## config.mk

```make
export PLATFORM = sky130hd
export DESIGN_NAME = wdog_escalator
export DESIGN_NICKNAME = d
export VERILOG_FILES = /design/src/rtl/wdog_esc_pkg.sv /design/src/rtl/wdog_timebase.sv /design/src/rtl/wdog_ctlreg.sv /design/src/rtl/wdog_stage.sv /design/src/rtl/wdog_escalator.sv
export SDC_FILE = /design/constraint.sdc
export NUM_CORES = 1
export LEC_CHECK = 0
export BUFFER_PORTS_ARGS = -buffer_cell sky130_fd_sc_hd__buf_2
export CORE_MARGIN = 2
export CORE_UTILIZATION = 46
export DETAILED_ROUTE_END_ITERATION = 16
export GPL_TIMING_DRIVEN = 0
export PLACE_DENSITY_LB_ADDON = 0.2
export SETUP_SLACK_MARGIN = 0.4
export SYNTH_ARGS = -nofsm -noshare
export SYNTH_HDL_FRONTEND = slang
export SYNTH_HIERARCHICAL = 1
export SYNTH_SLANG_ARGS = --single-unit
```

## constraint.sdc

```tcl
create_clock -name clk -period 3.8 [get_ports clk]
set_clock_uncertainty 0.2 [all_clocks]
set_input_delay 0.57 -clock clk [delete_from_list [all_inputs] [get_ports clk]]
set_output_delay 0.57 -clock clk [all_outputs]
set_load 0.01 [all_outputs]
```

## src/rtl/wdog_esc_pkg.sv

```systemverilog
package wdog_esc_pkg;

   // Stage code held in status bits 31:30
   typedef enum logic [1:0] {
      ST_IDLE  = 2'b00,
      ST_PEND  = 2'b01,
      ST_ARMED = 2'b10,
      ST_FINAL = 2'b11
   } stage_e;

   localparam int CTL_KEEP = 9;   // control bits kept: 31:23
   localparam int STS_KEEP = 6;   // status bits kept: 31:26

   // Control word, upper nine bits
   typedef struct packed {
      logic [1:0] period;    // 31:30
      logic [1:0] rst_ctl;   // 29:28
      logic       wd_ie;     // 27
      logic [3:0] spare;     // 26:23
   } ctl_t;

   // Status word, upper six bits
   typedef struct packed {
      stage_e     stage;     // 31:30
      logic [1:0] rst_seen;  // 29:28
      logic [1:0] spare;     // 27:26
   } sts_t;

endpackage

```

## src/rtl/wdog_timebase.sv

```systemverilog
module wdog_timebase #(
   parameter int BASE_BIT = 16,
   parameter int STEP     = 4,
   parameter int SEL_W    = 2
) (
   input  logic             clk,
   input  logic             rst_n,
   input  logic             tick_en_i,
   input  logic [SEL_W-1:0] period_i,
   output logic             expire_o
);
   localparam int NUM_SEL = 1 << SEL_W;
   localparam int CNT_W   = BASE_BIT + STEP * (NUM_SEL - 1) + 1;

   if (BASE_BIT < 1) begin : g_bad_base
      $error("wdog_timebase: BASE_BIT must be at least 1");
   end
   if (STEP < 1) begin : g_bad_step
      $error("wdog_timebase: STEP must be at least 1");
   end

   logic [CNT_W-1:0]   cnt_q;
   logic [CNT_W-1:0]   cnt_nx;
   logic [NUM_SEL-1:0] tap_rise;

   assign cnt_nx = cnt_q + CNT_W'(1);

   for (genvar g = 0; g < NUM_SEL; g++) begin : g_tap
      localparam int TAP = BASE_BIT + STEP * g;
      assign tap_rise[g] = ~cnt_q[TAP] & cnt_nx[TAP];
   end

   assign expire_o = tick_en_i & tap_rise[period_i];

   always_ff @(posedge clk or negedge rst_n) begin
      if (!rst_n)         cnt_q <= '0;
      else if (tick_en_i) cnt_q <= cnt_nx;
   end

   // counter holds without a tick
   assert_hold_without_tick_R4: assert property (@(posedge clk) disable iff (!rst_n)
      !tick_en_i |=> $stable(cnt_q));
   // an expiry always moves the counter
   assert_expiry_advances_R4: assert property (@(posedge clk) disable iff (!rst_n)
      expire_o |=> cnt_q != $past(cnt_q));

endmodule

```

## src/rtl/wdog_ctlreg.sv

```systemverilog
module wdog_ctlreg
   import wdog_esc_pkg::*;
#(
   parameter int DATA_W = 32
) (
   input  logic              clk,
   input  logic              rst_n,
   input  logic              we_i,
   input  logic [DATA_W-1:0] wdata_i,
   output ctl_t              ctl_o,
   output logic [DATA_W-1:0] rdata_o
);
   localparam int LOW_W = DATA_W - CTL_KEEP;

   if (DATA_W < CTL_KEEP + 1) begin : g_bad_width
      $error("wdog_ctlreg: DATA_W too small");
   end

   ctl_t ctl_q;

   always_ff @(posedge clk or negedge rst_n) begin
      if (!rst_n)    ctl_q <= '0;
      else if (we_i) ctl_q <= ctl_t'(wdata_i[DATA_W-1 -: CTL_KEEP]);
   end

   assign ctl_o   = ctl_q;
   assign rdata_o = {ctl_q, {LOW_W{1'b0}}};

   // the stored value follows the upper bits of the write
   assert_ctl_write_R2: assert property (@(posedge clk) disable iff (!rst_n)
      we_i |=> rdata_o == {$past(wdata_i[DATA_W-1 -: CTL_KEEP]), {LOW_W{1'b0}}});

endmodule

```

## src/rtl/wdog_stage.sv

```systemverilog
module wdog_stage
   import wdog_esc_pkg::*;
(
   input  logic       clk,
   input  logic       rst_n,
   input  logic       expire_i,
   input  logic       sw_we_i,
   input  sts_t       sw_data_i,
   input  ctl_t       ctl_i,
   output sts_t       sts_o,
   output logic       irq_o,
   output logic       rst_req_o,
   output logic [1:0] rst_kind_o
);
   sts_t       sts_q, sts_nx;
   logic       done_q, done_nx;
   logic       final_hit, fire;
   logic       req_q;
   logic [1:0] kind_q;

   always_comb begin
      sts_nx    = sts_q;
      final_hit = 1'b0;
      fire      = 1'b0;
      if (sw_we_i) begin
         sts_nx = sw_data_i;
      end else if (expire_i && !done_q) begin
         unique case (sts_q.stage)
            ST_IDLE:  sts_nx.stage = ST_ARMED;
            ST_PEND:  sts_nx.stage = ST_FINAL;
            ST_ARMED: sts_nx.stage = ST_FINAL;
            ST_FINAL: begin
               sts_nx.rst_seen = ctl_i.rst_ctl;
               final_hit       = 1'b1;
               fire            = (ctl_i.rst_ctl != 2'b00);
            end
            default: sts_nx = sts_q;
         endcase
      end
      done_nx = (sts_nx.stage == ST_FINAL) && (done_q || final_hit);
   end

   always_ff @(posedge clk or negedge rst_n) begin
      if (!rst_n) begin
         sts_q  <= '0;
         done_q <= 1'b0;
         req_q  <= 1'b0;
         kind_q <= 2'b00;
      end else begin
         sts_q  <= sts_nx;
         done_q <= done_nx;
         req_q  <= fire;
         kind_q <= fire ? ctl_i.rst_ctl : 2'b00;
      end
   end

   assign sts_o      = sts_q;
   assign irq_o      = sts_q.stage[0] & ctl_i.wd_ie;
   assign rst_req_o  = req_q;
   assign rst_kind_o = kind_q;

   // a software write overrides anything else at the same edge
   assert_sw_priority_R3: assert property (@(posedge clk) disable iff (!rst_n)
      sw_we_i |=> sts_q == $past(sw_data_i));
   // an expiry with bit 31 clear sets it
   assert_arm_R5: assert property (@(posedge clk) disable iff (!rst_n)
      (expire_i && !sw_we_i && !sts_q.stage[1]) |=> sts_q.stage[1]);
   // an expiry from the armed stage enters the interrupt stage
   assert_irq_stage_R6: assert property (@(posedge clk) disable iff (!rst_n)
      (expire_i && !sw_we_i && sts_q.stage == ST_ARMED) |=> sts_q.stage == ST_FINAL);
   // the request lasts one cycle
   assert_pulse_width_R7: assert property (@(posedge clk) disable iff (!rst_n)
      rst_req_o |=> !rst_req_o);
   // the request carries a non-zero kind that is recorded in status
   assert_kind_recorded_R7: assert property (@(posedge clk) disable iff (!rst_n)
      rst_req_o |-> (rst_kind_o != 2'b00) && (sts_q.rst_seen == rst_kind_o));
   // after the final stage nothing moves until software intervenes
   assert_once_R8: assert property (@(posedge clk) disable iff (!rst_n)
      (done_q && !sw_we_i) |=> $stable(sts_q) && !rst_req_o);

endmodule

```

## src/rtl/wdog_escalator.sv

```systemverilog
module wdog_escalator
   import wdog_esc_pkg::*;
#(
   parameter int TB_BASE_BIT = 16,
   parameter int TB_STEP     = 4,
   parameter int DATA_W      = 32
) (
   input  logic              clk,
   input  logic              rst_n,
   input  logic              tick_en,
   input  logic              ctl_we,
   input  logic [DATA_W-1:0] ctl_wdata,
   input  logic              sts_we,
   input  logic [DATA_W-1:0] sts_wdata,
   output logic [DATA_W-1:0] ctl_rdata,
   output logic [DATA_W-1:0] sts_rdata,
   output logic              wd_irq,
   output logic              rst_req,
   output logic [1:0]        rst_kind
);
   localparam int STS_LOW = DATA_W - STS_KEEP;

   if (DATA_W != 32) begin : g_bad_data_w
      $error("wdog_escalator: field layout assumes a 32-bit word");
   end

   ctl_t ctl;
   sts_t sts;
   logic expire;

   wdog_ctlreg #(.DATA_W(DATA_W)) u_ctl (
      .clk     (clk),
      .rst_n   (rst_n),
      .we_i    (ctl_we),
      .wdata_i (ctl_wdata),
      .ctl_o   (ctl),
      .rdata_o (ctl_rdata)
   );

   wdog_timebase #(.BASE_BIT(TB_BASE_BIT), .STEP(TB_STEP), .SEL_W(2)) u_tb (
      .clk       (clk),
      .rst_n     (rst_n),
      .tick_en_i (tick_en),
      .period_i  (ctl.period),
      .expire_o  (expire)
   );

   wdog_stage u_stage (
      .clk        (clk),
      .rst_n      (rst_n),
      .expire_i   (expire),
      .sw_we_i    (sts_we),
      .sw_data_i  (sts_t'(sts_wdata[DATA_W-1 -: STS_KEEP])),
      .ctl_i      (ctl),
      .sts_o      (sts),
      .irq_o      (wd_irq),
      .rst_req_o  (rst_req),
      .rst_kind_o (rst_kind)
   );

   assign sts_rdata = {sts, {STS_LOW{1'b0}}};

   // the interrupt is never raised without its enable
   assert_irq_enable_R6: assert property (@(posedge clk) disable iff (!rst_n)
      wd_irq |-> ctl_rdata[27] && sts_rdata[30]);

endmodule

```

==> impl_metrics.py <==
metrics = {
    "place": {
        "routabilityCongestion": 0.743,
        "place_ws_ps": 839,
        "port_buffers": 36,
        "place_hpwl_um": 3270,
    },
    "layout": {
        "layout_commonest_cell": "buf_4",
        "antenna_cells": 0,
        "final_cell_mix": "buf_4 (59), conb_1 (49), dfrtp_1 (48)",
        "num-nets-final": 408,
        "post_route_cells_drive_above_1_share": 0.400,
        "area_growth_pct": 20.9,
        "fillers": 529,
    },
    "power_and_ir_drop": {
        "peakVddDrop_mv": 0.256,
        "netSwitchingFraction": 0.274,
        "p_leak_uw": 0.00179,
        "combPwrFrac": 0.188,
        "power_frac_seq": 0.505,
        "internal_power_uw": 906,
        "p_per_area_nw_per_um2": 378,
        "clock_power_share": 0.307,
        "switchingPower_uw": 342,
    },
    "synth": {
        "synth_flop_cell": "dfrtp_1",
        "yosysSeqAreaShare": 0.440,
        "synth_top_area_cell": "dfrtp_1",
        "ys_types": 43,
        "syn_avg_cell_area_um2": 11.2,
        "yosysWarningCount": 6,
        "async_reset_ff_frac": 1.00,
        "syn_area_um2": 2730,
        "synth_cells": 244,
        "synth_top_area_frac": 0.440,
        "synth-seq-cells": 48,
        "synth.area.top_cells": "dfrtp_1 (44%), buf_4 (16%), mux2_4 (4.9%)",
        "synth_edf_count": 0,
    },
    "critical_path": {
        "crit_required_ps": 3790,
        "arrival_ps": 2910,
        "crit_fanout": 7,
        "crit_path_end_kind": "flip-flop",
        "regToRegSetupSlack_ps": 880,
        "worst-setup-path-type": "reg2reg",
        "start_kind": "flip-flop",
    },
    "die": {
        "die_w_um": 81.1,
        "die_area_um2": 6570,
        "core_region_area_um2": 5820,
        "ios": 137,
        "rows": 28,
        "start_util": 0.470,
        "fp.dieH_um": 81.1,
    },
    "clocking": {
        "post_cts_buffers": 0,
        "clk_pin_slew_ps": 90,
        "cts-buffers-inserted": 5,
        "htreeDepth": 2,
        "cts-root-buf": "clkbuf_8",
        "cts_resized": 0,
        "cts_tree": "done",
        "clkSinkCount": 48,
        "clockBufferDepth": 2,
        "ctsHoldBuffers": 0,
        "insertion_delay_ps": 300,
    },
    "route": {
        "drt-initial-drc-count": 40,
        "viasPerCell": 4.24,
        "dr.pass1.iters": 4,
        "wire_per_inst_um": 10.4,
        "drtAntennaViolNets": 0,
        "wirelength_um": 4260,
        "drc": 0,
        "num_vias": 1739,
    },
    "timing": {
        "clock.fmax_mhz": 342,
        "fin_crit_sh": 0.768,
        "fin_hold_ws_ps": 251,
        "maxSlewHeadroom": 0.310,
        "setup_violations": 0,
        "layout_min_cycle_time_ps": 2920,
        "setup_slack_ps": 880,
        "grt_setup_unrepaired": "false",
        "worstMarginPinSlew_ps": 1030,
        "slew_viol_final": 0,
        "setup_tns_ps": 0,
        "finalHoldViolCount": 0,
    },
    "global_routing": {
        "grt_pass1_vias": 1597,
        "top_usage_layer": "met2",
        "antenna_found_initial": 0,
        "grt_overflow_total": 0,
        "gr-usage-all-layers": 0.139,
        "grt_pass1_wl_um": 7130,
        "grt_max_degree": 49,
        "grt_use_met2": 0.243,
        "met1_usage": 0.172,
        "grt_util_met3": 0.0300,
    },
    "hold_path": {
        "hp-class": "in2async",
    },
    "outcome": {
        "outcome": "finished, final reports clean",
    },
    "job": {
        "drv_cap": 0,
    },
}
-- routing by layer --
metal | routed length [um] | vias to the layer above
li1 | - | 892
met1 | 1870 | 793
met2 | 2080 | 49
met3 | 277 | 5
met4 | 34 | 0
met5 | 0 | -
-- stage by stage --
step	util	area, um2	cells	total power (uW)
after global routing	0.568	3300	410	1330
after detailed placement	0.547	3180	402	876
after floorplan	-	2910	291	813
after global placement	0.547	3180	402	872
after CTS	0.568	3300	410	1270
final	0.568	3300	410	1250
-- layout make-up --
cell class / instances / area, um2 / share of cell area
Multi-Input combinational cell: 172 / 1210 / 0.367
Inverter: 9 / 33.8 / 0.0102
Buffer: 62 / 462 / 0.140
Sequential cell: 48 / 1200 / 0.363
Clock buffer: 6 / 82.6 / 0.0250
Clock inverter: 2 / 38.8 / 0.0117
Tap cell: 75 / 93.8 / 0.0284
Timing Repair Buffer: 36 / 180 / 0.0545
-- flip-flops by register name, indices dropped and copies added, names as in the netlist --
signal and cells:
u_tb/cnt_q 29, u_ctl/ctl_o 9, u_stage/sts_o 6, u_stage/rst_kind_o 2, u_stage/done_q 1, u_stage/rst_req_o 1
-- cells by family (layout without fill, tap and decap cells) --
| group | count (synthesis) | in the layout | synth area share |
|---|---|---|---|
| buffers and inverters | 71 | 115 | 0.181 |
| AND/OR/NAND/NOR | 70 | 70 | 0.175 |
| flip-flops | 48 | 48 | 0.440 |
| XOR/XNOR | 24 | 24 | 0.0769 |
| multiplexers | 15 | 15 | 0.0774 |
| AO/OA/AOI/OAI | 9 | 9 | 0.0238 |
| adder cells (fa/ha/maj) | 5 | 5 | 0.0229 |
| other | 2 | 49 | 0.00275 |
-- cells in the mapped netlist (all sizes together) (4+ instances only) --
cell type  instances
dfrtp             48
nand3             10
and2               5
nor3               6
a21oi              4
ha                 5
and3               5
buf               61
nor2              11
xor2              10
nand4              6
inv                9
nand2             13
xnor2             14
mux2              12
-- worst max-delay path, cell delays in order (launching register included) --
cell and delay [ps]:
dfrtp_1 470, nand4_4 180, or3_1 460, nor4_1 340
ha_1 200, mux4_2 210, and2_1 230, nand4b_4 150
a311o_1 370
-- power by group through the flow --
stage | combinational, uW | clock, uW | sequential, uW
floorplan | 183 | 0 | 630
global placement | 233 | 0 | 639
detailed placement | 234 | 0 | 642
CTS | 236 | 397 | 632
global route | 267 | 417 | 642
finish | 235 | 383 | 631
-- path summary, 6_finish.rpt --
path | start | end | depth (start not counted)
max in group asynchronous | rst_n | u_tb/cnt_q[5]$_DFFE_PN0P_ | 1
setup reg to reg | u_tb/cnt_q[4]$_DFFE_PN0P_ | u_stage/sts_o[2]$_DFFE_PN0P_ | 8
setup / recovery | u_tb/cnt_q[4]$_DFFE_PN0P_ | u_stage/sts_o[2]$_DFFE_PN0P_ | 8
hold reg to reg | u_tb/cnt_q[17]$_DFFE_PN0P_ | u_tb/cnt_q[17]$_DFFE_PN0P_ | 1
hold / removal | rst_n | u_stage/sts_o[0]$_DFFE_PN0P_ | 1
min in group clk | u_tb/cnt_q[17]$_DFFE_PN0P_ | u_tb/cnt_q[17]$_DFFE_PN0P_ | 1
Note: power is estimated with default switching activity, not from simulation.
